File: src/rtl/fwd_pkg.sv
package fwd_pkg;

    localparam int REG_W   = 5;
    localparam int NUM_OPS = 2;
    localparam int SEL_W   = 2;

    typedef enum logic [SEL_W-1:0] {
        SRC_REGFILE = 2'b00,
        SRC_MWB     = 2'b01,
        SRC_EXM     = 2'b10
    } op_src_e;

    typedef struct packed {
        logic             wen;
        logic [REG_W-1:0] rd;
    } producer_t;

    // A producer can supply a source if it writes a real register that equals it.
    function automatic logic can_supply(producer_t p, logic [REG_W-1:0] src);
        return p.wen && (p.rd != '0) && (p.rd == src);
    endfunction

endpackage

File: src/rtl/fwd_match.sv
module fwd_match
    import fwd_pkg::*;
(
    input  producer_t        prod,
    input  logic [REG_W-1:0] src,
    output logic             hit
);

    always_comb begin
        hit = can_supply(prod, src);
    end

endmodule

File: src/rtl/fwd_pick.sv
module fwd_pick
    import fwd_pkg::*;
(
    input  logic    hit_young,
    input  logic    hit_old,
    output op_src_e sel
);

    always_comb begin
        if (hit_young)
            sel = SRC_EXM;
        else if (hit_old)
            sel = SRC_MWB;
        else
            sel = SRC_REGFILE;
    end


    always_comb begin
        sel_legal_chk: assert (sel != op_src_e'(2'b11) || $isunknown({hit_young, hit_old}));
    end

endmodule

File: src/rtl/fwd_unit.sv
module fwd_unit
    import fwd_pkg::*;
(
    input  logic [REG_W-1:0] src [NUM_OPS],
    input  producer_t        exm,
    input  producer_t        mwb,
    output op_src_e          sel [NUM_OPS]
);

    logic hit_exm [NUM_OPS];
    logic hit_mwb [NUM_OPS];

    for (genvar op = 0; op < NUM_OPS; op++) begin : g_op
        fwd_match u_exm_match (
            .prod (exm),
            .src  (src[op]),
            .hit  (hit_exm[op])
        );
        fwd_match u_mwb_match (
            .prod (mwb),
            .src  (src[op]),
            .hit  (hit_mwb[op])
        );
        fwd_pick u_pick (
            .hit_young (hit_exm[op]),
            .hit_old   (hit_mwb[op]),
            .sel       (sel[op])
        );
    end

endmodule

File: src/rtl/fwd_ctrl.sv
module fwd_ctrl
    import fwd_pkg::*;
(
    input  logic             clk,
    input  logic             rst,
    input  logic [REG_W-1:0] src_a,
    input  logic [REG_W-1:0] src_b,
    input  logic             exm_wen,
    input  logic [REG_W-1:0] exm_rd,
    input  logic             mwb_wen,
    input  logic [REG_W-1:0] mwb_rd,
    output logic [SEL_W-1:0] sel_a,
    output logic [SEL_W-1:0] sel_b
);

    logic [REG_W-1:0] src_arr [NUM_OPS];
    op_src_e          sel_d   [NUM_OPS];
    op_src_e          sel_q   [NUM_OPS];
    producer_t        exm_p;
    producer_t        mwb_p;
    logic             live_q;

    always_comb begin
        src_arr[0] = src_a;
        src_arr[1] = src_b;
        exm_p      = '{wen: exm_wen, rd: exm_rd};
        mwb_p      = '{wen: mwb_wen, rd: mwb_rd};
    end

    fwd_unit u_unit (
        .src (src_arr),
        .exm (exm_p),
        .mwb (mwb_p),
        .sel (sel_d)
    );

    for (genvar op = 0; op < NUM_OPS; op++) begin : g_reg
        always_ff @(posedge clk) begin
            if (rst)
                sel_q[op] <= SRC_REGFILE;
            else
                sel_q[op] <= sel_d[op];
        end
    end

    // Marks that the previous edge was a normal capture edge, not a reset edge.
    always_ff @(posedge clk) begin
        if (rst)
            live_q <= 1'b0;
        else
            live_q <= 1'b1;
    end

    assign sel_a = sel_q[0];
    assign sel_b = sel_q[1];


    reset_clear_chk: assert property (@(posedge clk)
        rst |=> (sel_a == 2'b00 && sel_b == 2'b00));


    exm_bypass_chk: assert property (@(posedge clk) disable iff (rst)
        (exm_wen && exm_rd != '0 && exm_rd == src_a) |=> (sel_a == 2'b10));


    young_wins_chk: assert property (@(posedge clk) disable iff (rst)
        (exm_wen && mwb_wen && exm_rd == mwb_rd && exm_rd != '0 && src_b == exm_rd)
        |=> (sel_b == 2'b10));


    no_writer_chk: assert property (@(posedge clk) disable iff (rst)
        (!exm_wen && !mwb_wen) |=> (sel_a == 2'b00 && sel_b == 2'b00));


    zero_dest_chk: assert property (@(posedge clk) disable iff (rst)
        (exm_rd == '0 && mwb_rd == '0) |=> (sel_a == 2'b00 && sel_b == 2'b00));


    hold_chk: assert property (@(posedge clk) disable iff (rst)
        live_q |-> (sel_a == $past(sel_d[0]) && sel_b == $past(sel_d[1])));


    legal_out_chk: assert property (@(posedge clk) disable iff (rst)
        (sel_a != 2'b11 && sel_b != 2'b11));

endmodule

File: config.mk
export PLATFORM = sky130hd
export DESIGN_NAME = fwd_ctrl
export DESIGN_NICKNAME = d
export VERILOG_FILES = /design/src/rtl/fwd_pkg.sv /design/src/rtl/fwd_match.sv /design/src/rtl/fwd_pick.sv /design/src/rtl/fwd_unit.sv /design/src/rtl/fwd_ctrl.sv
export SDC_FILE = /design/constraint.sdc
export NUM_CORES = 1
export LEC_CHECK = 0
export BUFFER_PORTS_ARGS = -buffer_cell sky130_fd_sc_hd__clkbuf_2
export CORE_AREA = 3 3 40 42
export CTS_CLUSTER_DIAMETER = 200
export CTS_CLUSTER_SIZE = 14
export DETAILED_ROUTE_END_ITERATION = 8
export DIE_AREA = 0 0 43 45
export PLACE_DENSITY = 0.67
export SYNTH_ARGS = -nofsm -noshare
export SYNTH_HDL_FRONTEND = slang
export SYNTH_SLANG_ARGS = --single-unit
File: constraint.sdc
create_clock -name clk -period 1.2 [get_ports clk]
set_input_delay 0.18 -clock clk [delete_from_list [all_inputs] [get_ports clk]]
set_output_delay 0.18 -clock clk [all_outputs]
set_load 0.02 [all_outputs]
[Word-level counts from Yosys, hierarchy flattened]
Memory sizes are Yosys's and may differ from the RTL's.
Cells that the tools add are included.
Word-level totals
  memories kept: 1
  bits in registers: 0
  input port bits: 24
  RAM bits: 4
Memories
  sel_q: words 2, bits a word 2, rd ports 2, clocked after Yosys merged registers in 0, wr ports 2, RTL line fwd_ctrl.sv:18  | op_src_e sel_q [NUM_OPS];
Operators by class
  bitwise logic cells: 2
  reduce and logical (&&, ||, !) cells: 8
  multiplexer cells: 9
  equal/unequal tests: 4
Operators by type and width (number)
  $eq 5x5->1: 4
  $reduce_bool 5->1: 2
  $mux 2: 4
  $logic_and 1x1->1: 6
  $mux 1: 5
  $or 1x1->1: 2

[Logic depth before layout (Yosys ltp)]
  word-level depth: 6
  depth in mapped cells: 4
  mapped depth without buffers: 4

[By module]
A second synthesis with hierarchy kept.
Second synthesis, totals
  cells, all modules: 52
  area total of the unflattened synthesis: 452.9 µm²
Modules (own cells, without submodules)
  fwd_match: area each 76.3 µm², seq. area each 0.0 µm², times used 4, cells an instance 10
  fwd_ctrl: area each 105.1 µm², seq. area each 80.1 µm², times used 1, cells an instance 8
  fwd_pick: area each 21.3 µm², seq. area each 0.0 µm², times used 2, cells an instance 2

[Worst setup path after synthesis]
Ideal clock, no wire load.
  path type: input-to-reg
  start point: in exm_rd[3]
  end point: mem sel_q[0][1] in the netlist's numbering
  data arrival time: 0.997 ns
  path buffers: 0
  data required time: 1.086 ns
  stages: 4
  setup time: 0.114 ns
  path slack: 0.089 ns
  path through: or4_1 > nor2_2 > nor4_1 > nor2b_1
RTL lines
  start: declaration: RTL line fwd_ctrl.sv:9  | input logic [REG_W-1:0] exm_rd,
  end: declaration: RTL line fwd_ctrl.sv:18

==> summary.txt <==
status: finished clean
Syn Area/Cell: 8.911 sq um
register area share after synthesis: 21.92%
leak pwr: 0.2774 nW
num ports: 28
worst min-delay path class: in2reg
Worst Setup Start Kind: input port
Worst slew margin: 69.42%
# fillers: 132
TritonCTS clock tree: built
PD cells: 759.3 mW/mm^2
initial DRC count: 2
dpl hpwl: 914.3 um
Initial Utilization: 28.43%
most frequent cells in the layout: 27 x clkbuf_2, 10 x xor2_1, 10 x xnor2_1, 7 x buf_4, 4 x dfxtp_1
synthesized instance count: 41
data arrival time of the critical path: 1.21 ns
CTS resizes: 0
Routed WL per cell: 10.24 um
nets: 104
ratio of cells with drive above 1 in the final layout: 51.28%
Overflow after GRT: 0
critical path peak fanout: 2
placeable core area: 0.001285 sq mm
worst path required time: 1.36 ns
Peak VDD IR: 0.1964 mV
Area growth syn-to-layout: 62.67%
CTS buffer count: 3
Final Slew Violations: 0
Clock transition at path regs: 0.04 ns
final design utilization: 46.25%
syn nets: 65
gpl congestion: 0.8533
CP Launch Point: exm_rd[3]
WHS: 0.1397 ns
Hold Fails Final Rpt: 0
max FFs per register: 4
DR DRC count: 0
global-route wire length before repair: 1524 um
highest clock rate: 959.0 MHz
total global-route track usage: 10.65%
CTS root buf: clkbuf_4
Top reg by flops: sel_q
Die ar.: 0.001935 sq mm
area of the multi-input gates: 285.3 sq um
largest net degree at the start of global routing: 4
Max-Cap Viols: 0
Port Buffers: 27
diode count: 0
Row Count: 13
Synth cell types: 12
htree depth: 1
Final Critical Period: 1.043 ns
initial antenna violation count: 0
Via Count: 405
worst hold start: rst
register area: 80.08 sq um
Chip Width: 43 um
crit end category: flop
vias in the first global route: 393
clock tree buffer depth: 2
worst-margin pin slew: 0.4545 ns
# setup viols final: 0
biggest regs: sel_q: 4 flops
vias per inst: 4.355
final WL: 952 um
setup bufs post-CTS: 0
CP Class: in2reg
CTS Hold Bufs: 0
fin crit share: 86.89%
Initial DRT Pass Iterations: 3
number of routed nets with antenna violations: 0
yosys warns: 0
unrepaired setup endpoints after global routing: no
Mapped Area: 365.4 sq um
Die Height: 45 um
clk sinks: 4
most common cell after layout, fill and taps aside: clkbuf_2
#FFs+latches synth: 4
layout make-up:
class	count	share of cell area [%]
clock buffer	3	3.789
multi-input combinational	37	48.00
tap	15	3.158
sequential	4	13.47
timing repair buffer	34	31.58
synthesized netlist by cell type (all sizes together):
cell type,instances,area (sq um)
nor4,2,12.51
nor2,1,6.260
o21ai,1,5.000
nor3,4,30.03
xnor2,10,87.58
or4,2,15.01
nand3,2,10.01
dfxtp,4,80.08
nand4,2,12.51
nor2b,3,18.77
xor2,10,87.58
through the flow:
stage / worst slack, ns / cell area, sq um / total power [mW] / setup TNS, ns / std cells
finish: 0.1573 / 594.3 / 0.4512 / 0 / 93
global route: 0.03570 / 594.3 / 0.4856 / 0 / 93
CTS: 0.1385 / 594.3 / 0.4609 / 0 / 93
detailed placement: -0.1077 / 571.8 / 0.2911 / -0.2616 / 90
floorplan: 0.08947 / 365.4 / 0.2022 / 0 / 41
global placement: -0.03670 / 571.8 / 0.2884 / -0.1368 / 90
worst max-delay path: stages:
cell,delay [ns]
clkbuf_2,0.09
buf_4,0.13
xnor2_1,0.13
nand4_1,0.11
nor4_1,0.36
nor2b_1,0.20
where the power goes:
group	leakage [nW]	switching, mW	internal [mW]
registers	0.0322	0.000299	0.135
clock network	0.0138	0.0527	0.112
logic	0.231	0.0674	0.0841
total	0.277	0.120	0.331
path summary, 6_finish.rpt:
kind	slack, ns	depth (start not counted)	end
hold / removal	0.14	2	sel_q[0][1]
setup / recovery	0.16	6	sel_q[1][1]
logic make-up after synthesis:
logic type                share of synthesized area (%)
AOI/OAI and AO/OA                                 1.369
xor gates and xnor gates                          47.94
DFF                                               21.92
and+or+nand+nor                                   28.77
layer usage:
layer	GRT usage [%]	part of all wire (%)	vias up
met2	18.86	57	16
li1	-	-	219
met3	2.390	7.8	0
met1	12.02	36	170
met4	5.422	0	0
met5	0	0	-
(Power assumes the default switching activity.)
